**config.mk**
```make
export PLATFORM = sky130hd
export DESIGN_NAME = tf_io_decoder
export DESIGN_NICKNAME = d
export VERILOG_FILES = /design/src/rtl/tf_pkg.sv /design/src/rtl/tf_addr_decode.sv /design/src/rtl/tf_strobe_edge.sv /design/src/rtl/tf_read_mux.sv /design/src/rtl/tf_io_decoder.sv
export SDC_FILE = /design/constraint.sdc
export NUM_CORES = 1
export LEC_CHECK = 0
export BUFFER_PORTS_ARGS = -buffer_cell sky130_fd_sc_hd__buf_2
export CAP_MARGIN = 10
export CELL_PAD_IN_SITES_DETAIL_PLACEMENT = 1
export CELL_PAD_IN_SITES_GLOBAL_PLACEMENT = 1
export CORE_ASPECT_RATIO = 1.75
export CORE_MARGIN = 3
export CORE_UTILIZATION = 39
export DETAILED_ROUTE_END_ITERATION = 10
export GPL_ROUTABILITY_DRIVEN = 0
export HOLD_SLACK_MARGIN = 0.12
export PLACE_DENSITY_LB_ADDON = 0.1
export SETUP_SLACK_MARGIN = 0.2
export SLEW_MARGIN = 20
export SYNTH_ARGS = -nofsm -noshare
export SYNTH_HDL_FRONTEND = slang
export SYNTH_SLANG_ARGS = --single-unit
```
**constraint.sdc**
```tcl
create_clock -name clk -period 7.2 [get_ports clk]
set_input_delay 1.44 -clock clk [delete_from_list [all_inputs] [get_ports clk]]
set_output_delay 1.44 -clock clk [all_outputs]
set_load 0.01 [all_outputs]
```
**src/rtl/tf_pkg.sv**
```systemverilog
package tf_pkg;

    // Access classes produced by the address decoder.
    typedef enum logic [3:0] {
        K_NONE,
        K_WORD,
        K_EVEN,
        K_ODD,
        K_ERRFEAT,
        K_COUNT,
        K_SECTOR,
        K_CYLLO,
        K_CYLHI,
        K_DRVHD,
        K_STATCMD,
        K_ALTCTL,
        K_DRVADDR,
        K_RSVD
    } acc_kind_e;

    // Byte phase within the current buffer word.
    typedef enum logic [1:0] {
        PH_EVEN      = 2'd0,  // next single byte is the even one
        PH_ODD       = 2'd1,  // even taken, odd byte completes the word
        PH_ODD_TAKEN = 2'd2   // odd taken first, even byte completes the word
    } phase_e;

    typedef struct packed {
        logic [7:0] feature;
        logic [7:0] count;
        logic [7:0] sector;
        logic [7:0] cyl_lo;
        logic [7:0] cyl_hi;
        logic [7:0] drv_head;
        logic [7:0] devctl;
        logic [7:0] cmd;
    } tf_regs_t;

endpackage

```
**src/rtl/tf_addr_decode.sv**
```systemverilog
module tf_addr_decode
    import tf_pkg::*;
(
    input  logic       reg_n,
    input  logic [3:0] addr,
    input  logic       lane_lo_n,
    input  logic       lane_hi_n,
    output acc_kind_e  kind
);

    logic word_acc;

    assign word_acc = !lane_lo_n && !lane_hi_n;

    always_comb begin
        kind = K_NONE;
        if (!reg_n && !(lane_lo_n && lane_hi_n)) begin
            case (addr)
                4'h0:    kind = word_acc ? K_WORD : (!lane_lo_n ? K_EVEN : K_ERRFEAT);
                4'h8:    kind = word_acc ? K_WORD : K_EVEN;
                4'h9:    kind = word_acc ? K_WORD : K_ODD;
                4'h1:    kind = K_ERRFEAT;
                4'hD:    kind = K_ERRFEAT;
                4'h2:    kind = K_COUNT;
                4'h3:    kind = K_SECTOR;
                4'h4:    kind = K_CYLLO;
                4'h5:    kind = K_CYLHI;
                4'h6:    kind = K_DRVHD;
                4'h7:    kind = K_STATCMD;
                4'hE:    kind = K_ALTCTL;
                4'hF:    kind = K_DRVADDR;
                default: kind = K_RSVD;
            endcase
        end
    end

endmodule

```
**src/rtl/tf_strobe_edge.sv**
```systemverilog
module tf_strobe_edge #(
    parameter int N = 2
) (
    input  logic         clk,
    input  logic         rst_n,
    input  logic [N-1:0] strobe_n,
    output logic [N-1:0] rise
);

    for (genvar g = 0; g < N; g++) begin : g_edge
        logic level_q;

        always_ff @(posedge clk) begin
            if (!rst_n) level_q <= 1'b1;
            else        level_q <= strobe_n[g];
        end

        assign rise[g] = strobe_n[g] && !level_q;
    end

endmodule

```
**src/rtl/tf_read_mux.sv**
```systemverilog
module tf_read_mux
    import tf_pkg::*;
(
    input  acc_kind_e   kind,
    input  logic        rd_n,
    input  phase_e      phase,
    input  logic        lane_lo_n,
    input  logic [15:0] buf_rdata,
    input  logic [7:0]  count,
    input  logic [7:0]  sector,
    input  logic [7:0]  cyl_lo,
    input  logic [7:0]  cyl_hi,
    input  logic [7:0]  drv_head,
    input  logic [7:0]  dev_error,
    input  logic [7:0]  dev_status,
    input  logic [7:0]  dev_drive_addr,
    output logic [15:0] host_rdata
);

    logic [7:0] byte_val;

    always_comb begin
        case (kind)
            K_EVEN:    byte_val = (phase == PH_ODD) ? buf_rdata[15:8] : buf_rdata[7:0];
            K_ODD:     byte_val = buf_rdata[15:8];
            K_ERRFEAT: byte_val = dev_error;
            K_COUNT:   byte_val = count;
            K_SECTOR:  byte_val = sector;
            K_CYLLO:   byte_val = cyl_lo;
            K_CYLHI:   byte_val = cyl_hi;
            K_DRVHD:   byte_val = drv_head;
            K_STATCMD: byte_val = dev_status;
            K_ALTCTL:  byte_val = dev_status;
            K_DRVADDR: byte_val = dev_drive_addr;
            default:   byte_val = 8'h00;
        endcase

        if (rd_n || kind == K_NONE) host_rdata = 16'h0000;
        else if (kind == K_WORD)    host_rdata = buf_rdata;
        else if (lane_lo_n)         host_rdata = {byte_val, 8'h00};
        else                        host_rdata = {8'h00, byte_val};
    end

endmodule

```
**src/rtl/tf_io_decoder.sv**
```systemverilog
module tf_io_decoder
    import tf_pkg::*;
#(
    parameter int BUF_WORDS = 256
) (
    input  logic        clk,
    input  logic        rst_n,
    input  logic        reg_n,
    input  logic [3:0]  addr,
    input  logic        lane_lo_n,
    input  logic        lane_hi_n,
    input  logic        rd_n,
    input  logic        wr_n,
    input  logic [15:0] host_wdata,
    output logic [15:0] host_rdata,
    input  logic [7:0]  dev_error,
    input  logic [7:0]  dev_status,
    input  logic [7:0]  dev_drive_addr,
    output logic [7:0]  buf_addr,
    input  logic [15:0] buf_rdata,
    output logic        buf_we,
    output logic [1:0]  buf_be,
    output logic [15:0] buf_wdata,
    output logic [7:0]  tf_feature,
    output logic [7:0]  tf_count,
    output logic [7:0]  tf_sector,
    output logic [7:0]  tf_cyl_lo,
    output logic [7:0]  tf_cyl_hi,
    output logic [7:0]  tf_drv_head,
    output logic [7:0]  tf_devctl,
    output logic [7:0]  cmd_code,
    output logic        cmd_stb,
    output logic        proto_err
);

    localparam int PTR_W = $clog2(BUF_WORDS);
    localparam logic [PTR_W-1:0] PTR_ONE = PTR_W'(1);

    typedef struct packed {
        logic [PTR_W-1:0] ptr;
        phase_e           phase;
        logic             err;
        logic             cmd_stb;
        tf_regs_t         regs;
    } state_t;

    state_t    st_d, st_q;
    acc_kind_e kind;
    logic [1:0] rise;
    logic       rd_ev, wr_ev;
    logic [7:0] wbyte;
    logic       buf_we_d;
    logic [1:0] buf_be_d;
    logic [15:0] buf_wdata_d;

    tf_addr_decode i_decode (
        .reg_n     (reg_n),
        .addr      (addr),
        .lane_lo_n (lane_lo_n),
        .lane_hi_n (lane_hi_n),
        .kind      (kind)
    );

    tf_strobe_edge #(.N(2)) i_edge (
        .clk      (clk),
        .rst_n    (rst_n),
        .strobe_n ({wr_n, rd_n}),
        .rise     (rise)
    );

    tf_read_mux i_rmux (
        .kind           (kind),
        .rd_n           (rd_n),
        .phase          (st_q.phase),
        .lane_lo_n      (lane_lo_n),
        .buf_rdata      (buf_rdata),
        .count          (st_q.regs.count),
        .sector         (st_q.regs.sector),
        .cyl_lo         (st_q.regs.cyl_lo),
        .cyl_hi         (st_q.regs.cyl_hi),
        .drv_head       (st_q.regs.drv_head),
        .dev_error      (dev_error),
        .dev_status     (dev_status),
        .dev_drive_addr (dev_drive_addr),
        .host_rdata     (host_rdata)
    );

    // A write release takes precedence if both strobes release together.
    assign wr_ev = rise[1];
    assign rd_ev = rise[0] && !rise[1];
    assign wbyte = lane_lo_n ? host_wdata[15:8] : host_wdata[7:0];

    always_comb begin
        st_d         = st_q;
        st_d.cmd_stb = 1'b0;
        buf_we_d     = 1'b0;
        buf_be_d     = 2'b00;
        buf_wdata_d  = 16'h0000;

        if (rd_ev || wr_ev) begin
            case (kind)
                K_WORD: begin
                    st_d.ptr   = st_q.ptr + PTR_ONE;
                    st_d.phase = PH_EVEN;
                    buf_we_d   = wr_ev;
                    buf_be_d   = 2'b11;
                    buf_wdata_d = host_wdata;
                end
                K_EVEN: begin
                    buf_wdata_d = {wbyte, wbyte};
                    case (st_q.phase)
                        PH_ODD: begin
                            st_d.phase = PH_EVEN;
                            st_d.ptr   = st_q.ptr + PTR_ONE;
                            buf_be_d   = 2'b10;
                        end
                        PH_ODD_TAKEN: begin
                            st_d.phase = PH_EVEN;
                            st_d.ptr   = st_q.ptr + PTR_ONE;
                            buf_be_d   = 2'b01;
                        end
                        default: begin
                            st_d.phase = PH_ODD;
                            buf_be_d   = 2'b01;
                        end
                    endcase
                    buf_we_d = wr_ev;
                end
                K_ODD: begin
                    buf_wdata_d = {wbyte, wbyte};
                    buf_be_d    = 2'b10;
                    case (st_q.phase)
                        PH_ODD: begin
                            st_d.phase = PH_EVEN;
                            st_d.ptr   = st_q.ptr + PTR_ONE;
                            buf_we_d   = wr_ev;
                        end
                        PH_ODD_TAKEN: begin
                            st_d.err = 1'b1;
                            buf_be_d = 2'b00;
                        end
                        default: begin
                            st_d.phase = PH_ODD_TAKEN;
                            buf_we_d   = wr_ev;
                        end
                    endcase
                end
                default: begin
                    if (wr_ev) begin
                        case (kind)
                            K_ERRFEAT: st_d.regs.feature  = wbyte;
                            K_COUNT:   st_d.regs.count    = wbyte;
                            K_SECTOR:  st_d.regs.sector   = wbyte;
                            K_CYLLO:   st_d.regs.cyl_lo   = wbyte;
                            K_CYLHI:   st_d.regs.cyl_hi   = wbyte;
                            K_DRVHD:   st_d.regs.drv_head = wbyte;
                            K_ALTCTL:  st_d.regs.devctl   = wbyte;
                            K_STATCMD: begin
                                st_d.regs.cmd = wbyte;
                                st_d.cmd_stb  = 1'b1;
                                st_d.ptr      = '0;
                                st_d.phase    = PH_EVEN;
                                st_d.err      = 1'b0;
                            end
                            default: ;
                        endcase
                    end
                end
            endcase
        end
    end

    always_ff @(posedge clk) begin
        if (!rst_n) begin
            st_q <= '0;
        end else begin
            st_q <= st_d;
        end
    end

    assign buf_addr    = 8'(st_q.ptr);
    assign buf_we      = buf_we_d;
    assign buf_be      = buf_be_d;
    assign buf_wdata   = buf_wdata_d;
    assign tf_feature  = st_q.regs.feature;
    assign tf_count    = st_q.regs.count;
    assign tf_sector   = st_q.regs.sector;
    assign tf_cyl_lo   = st_q.regs.cyl_lo;
    assign tf_cyl_hi   = st_q.regs.cyl_hi;
    assign tf_drv_head = st_q.regs.drv_head;
    assign tf_devctl   = st_q.regs.devctl;
    assign cmd_code    = st_q.regs.cmd;
    assign cmd_stb     = st_q.cmd_stb;
    assign proto_err   = st_q.err;

endmodule

```
==> metrics.sh <==
MAPPEDNETLISTNETS=670
AREA.GROWTH.SYNTH_TO_FINAL_PCT=25.4
SYNTH_WARN=0
CHIPWIDTH_MICRONS=90.9
CLK_TRANSITION_REPORTED_PATHS_NS=0.06
COMB_POWER_SHARE_PCT=13.5
CP-START-KIND='primary input'
ENDPOINT_KIND='output port'
FINISH.NET_COUNT=817
CTS-BUFFERS-INSERTED=9
YOSYSSEQAREASHARE_PCT=31.7
CLKSINKCOUNT=78
TIMING.MAX_SLEW.REL_SLACK_PCT=21.5
FINAL_CELL_COUNT_NO_FILL=917
DRT_PASS1_ITERATIONS=6
FP.DIEAREA_SQ_UM=14000
NFILLCELLS=1594
CTSROOTBUFFERMASTER='clkbuf_16'
NUMBER_OF_SYNTHESIZED_FLOPS_WITH_AN_ENABLE_PIN=0
PLACED_CELLS=901
RSZ0062_AT_GRT='false'
ROUTED-VIA-COUNT=5561
DETAILROUTE.WIRELENGTH.MET2_MM=10.4
CRITPATHTOPFAMILY='compound AO/OA/AOI/OAI gates'
SEQ_POWER_SHARE_PCT=38.9
SYN-MEAN-INSTANCE-AREA_SQ_UM=8.20
GRT_REMAINING_OVERFLOW=0
WL_MM=20.5
HOLDBUFCOUNTCTS=0
GRT_ANTENNA_BEFORE_REPAIR=1
FINAL.PERIOD_UTILIZATION_PCT=78.1
WORSTSKEWPAIRLATENCY_NS=0.34
VDD_IR_DROP_MAX_mV=0.135
TIMING.FMAX_GHz=0.178
PATH_CLASS_OF_THE_LOWEST_SLACK_MIN_DELAY_PATH='flip-flop to flip-flop'
PLACEMENTROWS=53
GRT_PASS1_VIAS=5706
DRC=0
HPWLAFTERDP_MM=15.7
CTS_TREE='yes'
GRT_MAX_DEGREE=79
REPORT.FINAL.HOLD_VIOL_COUNT=0
TOP_METAL_LAYER_CARRYING_ROUTED_SIGNALS='met4'
OUTCOME='complete, no violations'
ANTENNA_VIOLATING_NETS_POST_ROUTE=0
CLOCK_POWER_SHARE_PCT=47.6
POST_DRT_VIA_CELL_RATIO=6.06
INITIAL_UTILIZATION_PCT=40.3
CTS.HTREE.LEVELS=3
SYNTHCELLS=600
CELLINTERNALPOWER_uW=823
PLACEMENT.IO_BUFFERS=175
CRITPATHARRIVALTIME_NS=4.18
CRITICAL_PATH.CELL_CHAIN='buf_2, nor2_1, o211a_1, and3_1, o21ai_1, o32ai_1, buf_2'
WORST-SETUP-PATH-TYPE='primary input to output port'
CORE-AREA_SQ_UM=12200
FINALMAXSLEWVIOLATIONS=0
FINAL.SETUP_SKEW_NS=0.00548
POST_SYNTH_INSTANCE_AREA_SQ_UM=4920
MAX-CLOCK-PATH-BUFFERS=2
CRITPATHSLOWESTCELL='and3_1'
WORST-ENDPOINT-REQUIRED_NS=5.76
TRACK_USAGE_PCT=28.5
CTS.REPAIR.RESIZED=0
MAX-CAP-VIOLATIONS=0
GLOBAL_ROUTE_WIRE_LENGTH_BEFORE_REPAIR_MM=31.4
POWER_SWITCHING_uW=297
FINISH_STAGE_SETUP_VIOLS=0
TIGHTESTPINTRANSITION_NS=1.14
PIN_COUNT=176
SYNTH_MOST_COMMON_CELL='nand2_1'
POST_ROUTE_CELLS_DRIVE_ABOVE_1_SHARE_PCT=29.4
LIST_OF_MOST_FREQUENT_POST_SYNTHESIS_CELLS='nand2_1 (111), dfxtp_1 (78), o211a_1 (66)'
CTS_SETUP_BUFFERS=0
MET3_WIRELENGTH_MM=1.09
FIRST_ITER_VIOLATIONS=280
ASYNCSETRESETFLOPFRACSYNTH_PCT=0
WORST_PATH_LARGEST_CELL_DELAY_NS=0.69
DRT_MET1_WL_MM=7.81
YOSYS-TOP-CELLS-AREA='dfxtp_1 (32%), o211a_1 (13%), nand2_1 (8.5%)'
TIMING.SETUP.TNS_NS=0
TOP_FLIP_FLOP_CELL_BY_INSTANCE_COUNT_AFTER_SYNTHESIS='dfxtp_1'
P_PER_AREA_nW_PER_UM2=182
P_LEAK_nW=3.40
SYNTH.FF_LATCH_COUNT=78
CP_MAX_FO=21
ROUTED_WIRE_LENGTH_PER_INSTANCE_MICRONS=22.4
DIE_H_MICRONS=155
YOSYSUNIQUECELLTYPES=77
SWITCHING_SHARE_OF_TOTAL_POWER_PCT=26.5
CRITPATHMOSTFREQUENTCELL='buf_2'
SYNTHDOMINANTAREACELLTYPE='dfxtp_1'
MIN_PERIOD_NS=5.62
CP_NUM_BUF_INV=2
SYNTH_LARGEST_TYPE_AREA_FRACTION_PCT=31.7
FINAL_DESIGN_UTILIZATION_PCT=50.5
==> final timing paths <==
check                                start  slack [ns]            end  depth (start not counted)
setup reg to reg  i_edge.g_edge[1].level_q        4.70   tf_devctl[6]                          5
hold reg to reg                  proto_err        0.48      proto_err                          2
setup / recovery                 lane_lo_n        1.58  host_rdata[8]                          7
hold / removal                   proto_err        0.48      proto_err                          2
==> metrics by stage <==
stage               setup slack [ns]  hold WS, ns  area, sq um  total power [mW]
floorplan                       2.49        0.485         4920             0.533
global placement                1.68        0.466         5810             0.590
detailed placement              1.63        0.478         5820             0.593
CTS                             1.63        0.485         6160              1.12
global route                    1.39        0.512         6170              1.16
finish                          1.58        0.478         6170              1.12
==> logic make-up after synthesis <==
family / after synthesis / synth area share [%]
flip-flops: 78 / 31.7
AO/OA/AOI/OAI: 207 / 33.2
XOR/XNOR: 3 / 0.687
multiplexers: 18 / 3.79
buffers and inverters: 53 / 5.27
AND/OR/NAND/NOR: 238 / 24.5
adder cells (fa/ha/maj): 3 / 0.763
==> metal layers <==
layer | vias up | global-route usage (%)
met5 | - | 0
met4 | 0 | 18.3
met3 | 65 | 4.43
met2 | 237 | 49.5
met1 | 2728 | 32.4
li1 | 2531 | -
==> sequential cells by signal (all words and copies together) (netlist names) <==
signal	count
tf_sector	8
i_edge.g_edge.level_q	2
tf_drv_head	8
proto_err	1
cmd_code	8
tf_cyl_lo	8
tf_cyl_hi	8
tf_count	8
cmd_stb	1
tf_feature	8
st_q	2
tf_devctl	8
buf_addr	8
==> power groups by stage <==
stage / Clock, mW / Combinational (mW) / Sequential, mW
5_1_grt: 0.558 / 0.162 / 0.435
4_1_cts: 0.540 / 0.149 / 0.435
2_1_floorplan: 0 / 0.0876 / 0.445
3_5_place_dp: 0 / 0.148 / 0.445
6_report: 0.533 / 0.151 / 0.436
3_3_place_gp: 0 / 0.145 / 0.445
==> cells in the final DEF, fill, tap and decap left out, drive strengths merged, types with 9 or more instances in the layout <==
cell type and count:
nor2 23, o211a 66, buf 179, nand3 21, o21ai 31, nand4 9
mux2i 16, a31oi 9, nand2 111, clkbuf 9, nand2b 14, dfxtp 78
nor3 9, and3 13, inv 12, a21oi 36
==> area by class of cell <==
class                      instances  area [sq um]  area share, %
antenna                            1          2.50         0.0406
clock buffer                       9           225           3.65
clock inverter                     6           118           1.91
inverter                          10          37.5          0.609
multi-input combinational        469          3110           50.4
sequential                        78          1560           25.3
tap                              165           206           3.35
timing repair buffer             179           906           14.7
==> tightest hold or removal path: stages, from the launching register on <==
cell and delay, ns:
dfxtp_1 0.31, nand2_1 0.05, a21boi_0 0.07
No activity file was read; power rests on OpenSTA's default activity.
